===== src/rtl/hdlc_frame_stat.sv =====
module hdlc_frame_stat #(
  parameter int DEPTH = 10,
  parameter int CNT_W = 14
) (
  input  logic       clk,
  input  logic       rst_n,
  input  logic       cfg_we,
  input  logic       cfg_en,
  input  logic       hdlc_mode,
  input  logic       byte_stb,
  input  logic       eof_stb,
  input  logic       abort_stb,
  input  logic [4:0] end_stat,
  input  logic [7:0] live_stat,
  input  logic [7:0] alt_lo,
  input  logic [7:0] alt_hi,
  input  logic       clr_ovf,
  input  logic       rd_lo,
  input  logic       rd_hi,
  input  logic       rd_stat,
  output logic [7:0] cnt_lo_q,
  output logic [7:0] cnt_hi_q,
  output logic [7:0] stat_q
);
  localparam int ENT_W = CNT_W + 5;
  localparam int PTR_W = (DEPTH > 1) ? $clog2(DEPTH) : 1;
  localparam int LVL_W = $clog2(DEPTH + 1);
  localparam logic [CNT_W-1:0] CNT_MAX = {CNT_W{1'b1}};

  logic             en_q;
  logic [CNT_W-1:0] bcnt;
  logic [ENT_W-1:0] mem [DEPTH];
  logic [PTR_W-1:0] wr_ptr, rd_ptr;
  logic [LVL_W-1:0] level;
  logic             ovf;

  wire active    = en_q & hdlc_mode;
  wire frame_end = eof_stb | abort_stb;
  wire empty     = (level == '0);
  wire full      = (level == LVL_W'(DEPTH));
  wire pop       = active & rd_stat & ~empty;
  wire push_req  = active & frame_end;
  wire push      = push_req & (~full | pop);
  wire count_vw  = rd_lo | rd_hi;

  wire [CNT_W-1:0] bcnt_inc = (byte_stb && bcnt != CNT_MAX) ? bcnt + 1'b1 : bcnt;

  function automatic logic [PTR_W-1:0] nxt(input logic [PTR_W-1:0] p);
    return (p == PTR_W'(DEPTH - 1)) ? '0 : p + 1'b1;
  endfunction

  always_ff @(posedge clk or negedge rst_n)
    if (!rst_n) en_q <= 1'b0;
    else if (cfg_we) en_q <= cfg_en;

  always_ff @(posedge clk or negedge rst_n)
    if (!rst_n) bcnt <= '0;
    else bcnt <= frame_end ? '0 : bcnt_inc;

  always_ff @(posedge clk)
    if (push) mem[wr_ptr] <= {bcnt_inc, end_stat};

  always_ff @(posedge clk or negedge rst_n)
    if (!rst_n) begin
      wr_ptr <= '0;
      rd_ptr <= '0;
      level  <= '0;
    end else begin
      if (push) wr_ptr <= nxt(wr_ptr);
      if (pop)  rd_ptr <= nxt(rd_ptr);
      level <= level + LVL_W'(push) - LVL_W'(pop);
    end

  always_ff @(posedge clk or negedge rst_n)
    if (!rst_n) ovf <= 1'b0;
    else if (push_req && !push) ovf <= 1'b1;
    else if (clr_ovf) ovf <= 1'b0;

  wire [ENT_W-1:0] head   = mem[rd_ptr];
  wire [13:0]      head_c = 14'(head[ENT_W-1:5]);
  wire [4:0]       head_s = head[4:0];
  wire             show   = active & ~empty;

  assign cnt_lo_q = !active ? alt_lo : (show ? head_c[7:0] : 8'h00);
  assign cnt_hi_q = !active ? alt_hi : {ovf, ~empty, show ? head_c[13:8] : 6'h00};
  assign stat_q   = !show ? live_stat :
                    {1'b1, head_s[4], head_s[3], live_stat[4], head_s[2:0], live_stat[0]};

  AST_LEVEL_CAP: assert property (@(posedge clk) disable iff (!rst_n)
    level <= LVL_W'(DEPTH)) else $error("level above depth");
  AST_CNT_HOLD_MAX: assert property (@(posedge clk) disable iff (!rst_n)
    (bcnt == CNT_MAX && !frame_end) |=> bcnt == CNT_MAX) else $error("counter wrapped");
  AST_END_ZERO: assert property (@(posedge clk) disable iff (!rst_n)
    frame_end |=> bcnt == '0) else $error("counter not restarted");
  AST_OVF_STICKY: assert property (@(posedge clk) disable iff (!rst_n)
    (ovf && !clr_ovf) |=> ovf) else $error("overflow lost");
  AST_EMPTY_POP: assert property (@(posedge clk) disable iff (!rst_n)
    (active && empty && !frame_end) |=> level == '0) else $error("empty pop moved level");
  AST_BYPASS_HOLD: assert property (@(posedge clk) disable iff (!rst_n)
    !active |=> $stable(level)) else $error("bypass changed queue");
  AST_COUNT_READ: assert property (@(posedge clk) disable iff (!rst_n)
    (count_vw && !rd_stat && !frame_end) |=> $stable(level)) else $error("count read popped");
endmodule


===== config.mk =====
export PLATFORM = sky130hd
export DESIGN_NAME = hdlc_frame_stat
export DESIGN_NICKNAME = d
export VERILOG_FILES = /design/src/rtl/hdlc_frame_stat.sv
export SDC_FILE = /design/constraint.sdc
export NUM_CORES = 1
export LEC_CHECK = 0
export ABC_AREA = 1
export BUFFER_PORTS_ARGS = -buffer_cell sky130_fd_sc_hd__buf_2
export CAP_MARGIN = 5
export CORE_ASPECT_RATIO = 0.7
export CORE_MARGIN = 2
export CORE_UTILIZATION = 60
export DETAILED_ROUTE_END_ITERATION = 8
export PLACE_DENSITY = 0.79
export SYNTH_ARGS = -nofsm -noshare
export SYNTH_HDL_FRONTEND = slang
export SYNTH_SLANG_ARGS = --single-unit

===== constraint.sdc =====
create_clock -name clk -period 4.25 [get_ports clk]
set_input_delay 0.425 -clock clk [delete_from_list [all_inputs] [get_ports clk]]
set_output_delay 0.425 -clock clk [all_outputs]
set_load 0.02 [all_outputs]

==> impl_results.rst <==
.. list-table::
   :header-rows: 1

   * - Metric
     - Value
   * - Status
     - complete, but fails checks
   * - Violations in the final reports
     - hold timing
   * - Filler cell count in the final layout
     - 1161
   * - Hold-fix buffer count after cts
     - 0
   * - Count leader, synth
     - sky130_fd_sc_hd__nand2_1
   * - Worst flop-to-flop path endpoint
     - mem[3][10]
   * - Worst min-delay path class
     - primary input to asynchronous set/reset pin
   * - Instance count of the mapped netlist
     - between 900 and 1000
   * - Post-Place Setup Slack
     - ~1.1 ns
   * - Setup slack on the worst flop-to-flop path
     - 1.16 ns
   * - CP startpoint kind
     - flop
   * - Area of the core
     - 16200 µm²
   * - Slew margin rel.
     - between 30% and 40%
   * - Accumulated negative setup slack
     - 0 ns
   * - Clock Skew
     - slightly above 0.005 ns
   * - Max-slew violations
     - 0
   * - Least setup slack across all paths after layout
     - between 0.8 and 0.9 ns
   * - ANT nets after route
     - 0
   * - Critical path class
     - flop to output pin
   * - Maximum vdd drop
     - 370 µV
   * - Critical path peak fanout
     - 35
   * - Pin count of the biggest net entering global routing
     - 66
   * - Finish-stage setup viols
     - 0
   * - Die outline width
     - between 150 and 200 µm
   * - Non-filler cells, final
     - 1291
   * - I/O pin count
     - 65
   * - Total setup buffers inserted after CTS
     - 0
   * - Worst R2R Start
     - en_q
   * - Maximum clock rate
     - around 290 MHz
   * - Hold WS
     - -0.0133 ns
   * - Drt first pass iters
     - 5
   * - TritonCTS clock tree
     - done
   * - Via density per instance
     - between 5 and 6
   * - Number of synthesis warnings
     - 0
   * - Post-Synthesis Mean Instance Area
     - between 9 and 10 µm²
   * - Share of the clock period used by the worst path
     - between 80% and 90%
   * - Synth top area cells
     - sky130_fd_sc_hd__edfxtp_1, sky130_fd_sc_hd__nand2_1, sky130_fd_sc_hd__dfrtp_1
   * - Post-synth ARST share
     - roughly 13%
   * - Latest clock arrival within the worst-skew pair
     - 0.49 ns
   * - Total die area
     - about 17000 µm²
   * - Post-Syn Nets
     - around 1000
   * - List of most frequent post-synthesis cells
     - sky130_fd_sc_hd__nand2_1, sky130_fd_sc_hd__edfxtp_1, sky130_fd_sc_hd__inv_1
   * - GRT Resource Usage Total
     - 26.7%
   * - Number of max-cap violations
     - 0
   * - DP HPWL
     - between 10000 and 15000 µm
   * - Drc violations
     - 0
   * - RSZ-0062 raised after global routing
     - false
   * - Share of layout cells above drive strength 1
     - roughly 12%
   * - Post-synth EDFFs
     - 190
   * - Number of placement rows
     - 39
   * - Clk Tree Root Cell
     - sky130_fd_sc_hd__clkbuf_16
   * - Maximum level of the CTS H-tree
     - 1
   * - Starting DRT DRC Count
     - 720
   * - Final GP Congestion
     - 0.880
   * - Vertical extent of the die
     - approximately 110 µm
   * - Yosys cell types
     - 33
   * - NumNets Final
     - 1100
   * - Primary flip-flop cell chosen by synthesis mapping
     - sky130_fd_sc_hd__edfxtp_1
   * - PostCTS Resize Cnt
     - 0
   * - Antenna diode instance count
     - 0
   * - Endpoint class of the critical path
     - output pin
   * - Power Dens Cells
     - 576 nW/µm²
   * - Netlist area before placement
     - 9840 µm²
   * - Final routed wire length divided by cell count
     - around 18 µm
   * - Vias after detailed routing
     - ~7200
   * - Growth of design area from synthesis to finish
     - 12.6%
   * - Leak
     - roughly 4.8 nW
   * - Initial cell density of the core
     - between 60% and 70%
   * - Count of input and output buffers
     - between 50 and 60
   * - Antenna violations before repair
     - 0
   * - Total Routed Length
     - approximately 23000 µm
   * - Cells on worst reg2reg path
     - 7
   * - Post-synth top area share
     - about three fifths
   * - Arrival time at the worst endpoint
     - about 3 ns
   * - Clock period minus worst slack
     - approximately 3.4 ns
   * - Clock sinks
     - about 220
   * - Global route total overflow
     - 0
   * - Number of failing hold endpoints at the final stage
     - 28
   * - DP Cell Count
     - between 1000 and 1500
   * - Maximum number of buffers from clock root to sink
     - 3
   * - Wire length of the first global-routing pass
     - around 35000 µm
   * - Via count of the first global-routing pass
     - approximately 6700
   * - Clock buffer count from CTS
     - 21
   * - Clock input transition at the sequential cells of the worst setup and hold paths
     - roughly 0.060 ns
   * - Flip-flop and latch count after synthesis
     - between 200 and 250
   * - Post-synthesis sequential area ratio
     - between 60 and 70%
   * - Cell taking the most area after synthesis
     - sky130_fd_sc_hd__edfxtp_1
   * - Worst-margin pin slew
     - 1.03 ns
   * - Data required time at the worst endpoint
     - between 3 and 4 ns
## worst max-delay path by stage
| stage | startpoint | end | slack, ns | depth (start not counted) |
|---|---|---|---|---|
| 3_3_place_gp | hdlc_mode | mem[3][0] | 1.20 | 8 |
| 6_report | rd_ptr[0] | cnt_hi_q[2] | 0.81 | 11 |
| 2_1_floorplan | level[2] | mem[0][0] | 1.27 | 8 |
| 5_1_grt | rd_ptr[0] | cnt_hi_q[2] | 0.60 | 11 |
| 4_1_cts | rd_ptr[0] | cnt_hi_q[2] | 0.82 | 11 |
| 3_5_place_dp | hdlc_mode | mem[3][4] | 1.06 | 8 |
## kinds of logic (layout without fill, tap and decap cells)
logic type,count (synthesis),in the layout,share of synthesized area (%)
AO/OA/AOI/OAI,61,61,3.82
XOR/XNOR,10,10,0.891
adder cells (fa/ha/maj),7,7,0.967
buffers and inverters,162,232,6.55
flip-flops,218,218,65.1
multiplexers,1,1,0.114
AND/OR/NAND/NOR,537,537,22.5
## metal layers
layer | global-route usage, % | share of wire [%]
met2 | 42.2 | 46
met4 | 8.48 | 2.6
met3 | 4.30 | 9.0
met1 | 38.4 | 42
met5 | 0 | 0
## power by group
group	internal, W	total, W	leakage (nW)	switching, W
registers	0.00246	0.00261	2.11	0.000151
clock network	0.00109	0.00184	0.331	0.000753
logic	0.000584	0.00192	2.34	0.00134
## state kept, by name, indices dropped and copies added, names as in the netlist
register	cells
ovf	1
bcnt	14
wr_ptr	4
level	4
rd_ptr	4
mem	190
en_q	1
## worst max-delay path, stage by stage, from the launching register on
cell	delay [ns]
sky130_fd_sc_hd__dfrtp_2	0.63
sky130_fd_sc_hd__inv_2	0.52
sky130_fd_sc_hd__buf_4	0.49
sky130_fd_sc_hd__nand3_1	0.17
sky130_fd_sc_hd__nand2_1	0.10
sky130_fd_sc_hd__inv_1	0.06
sky130_fd_sc_hd__nand3_1	0.07
sky130_fd_sc_hd__nand3_1	0.08
sky130_fd_sc_hd__nand2_1	0.10
sky130_fd_sc_hd__nand2_1	0.06
sky130_fd_sc_hd__nand2_1	0.06
sky130_fd_sc_hd__buf_2	0.16
## area by class of cell
cell class / instances / area (µm²) / area share, %
flip-flops and latches: 218 / 6410 / 57.8
multi-input cells: 616 / 2840 / 25.6
clock buffers: 24 / 537 / 4.84
inverters: 120 / 450 / 4.07
repair buffers: 75 / 430 / 3.88
well taps: 225 / 282 / 2.54
clock inverters: 13 / 138 / 1.24
## placed cells by master (no fill, tap or decap)
cell type,count
sky130_fd_sc_hd__nor2_1,90
sky130_fd_sc_hd__ha_1,6
sky130_fd_sc_hd__inv_2,2
sky130_fd_sc_hd__nand3_1,94
sky130_fd_sc_hd__nand3b_1,2
sky130_fd_sc_hd__nand2_2,5
sky130_fd_sc_hd__fa_1,1
sky130_fd_sc_hd__bufinv_16,3
sky130_fd_sc_hd__dfrtp_1,27
sky130_fd_sc_hd__o21ai_0,25
sky130_fd_sc_hd__nor2_2,2
sky130_fd_sc_hd__clkinv_2,5
sky130_fd_sc_hd__edfxtp_1,190
sky130_fd_sc_hd__nor3_2,10
sky130_fd_sc_hd__xor2_1,7
sky130_fd_sc_hd__a21boi_1,1
sky130_fd_sc_hd__dfrtp_2,1
sky130_fd_sc_hd__nor2_4,1
sky130_fd_sc_hd__nand2_1,318
sky130_fd_sc_hd__o211ai_1,12
sky130_fd_sc_hd__clkbuf_1,3
sky130_fd_sc_hd__xnor2_1,3
sky130_fd_sc_hd__buf_12,1
sky130_fd_sc_hd__a31oi_4,1
sky130_fd_sc_hd__a21oi_1,18
sky130_fd_sc_hd__nand4_1,14
sky130_fd_sc_hd__inv_1,116
sky130_fd_sc_hd__buf_2,58
sky130_fd_sc_hd__clkinv_1,6
sky130_fd_sc_hd__mux2_2,1
sky130_fd_sc_hd__o21ai_4,1
sky130_fd_sc_hd__clkinvlp_4,1
sky130_fd_sc_hd__clkbuf_16,21
sky130_fd_sc_hd__a21oi_2,2
sky130_fd_sc_hd__or2_2,1
sky130_fd_sc_hd__o31ai_1,1
sky130_fd_sc_hd__buf_4,16
## through the flow
stage	instance area [µm²]	hold slack (ns)	util [%]	power, W
2_1_floorplan	9840	0.129	-	0.00398
4_1_cts	11100	0.0104	68.4	0.00638
3_5_place_dp	10400	0.495	64.2	0.00454
5_1_grt	11100	0.0347	68.4	0.00672
6_report	11100	-0.0133	68.4	0.00638
3_3_place_gp	10400	0.489	64.2	0.00447
Power figures use the tool's default switching activity.
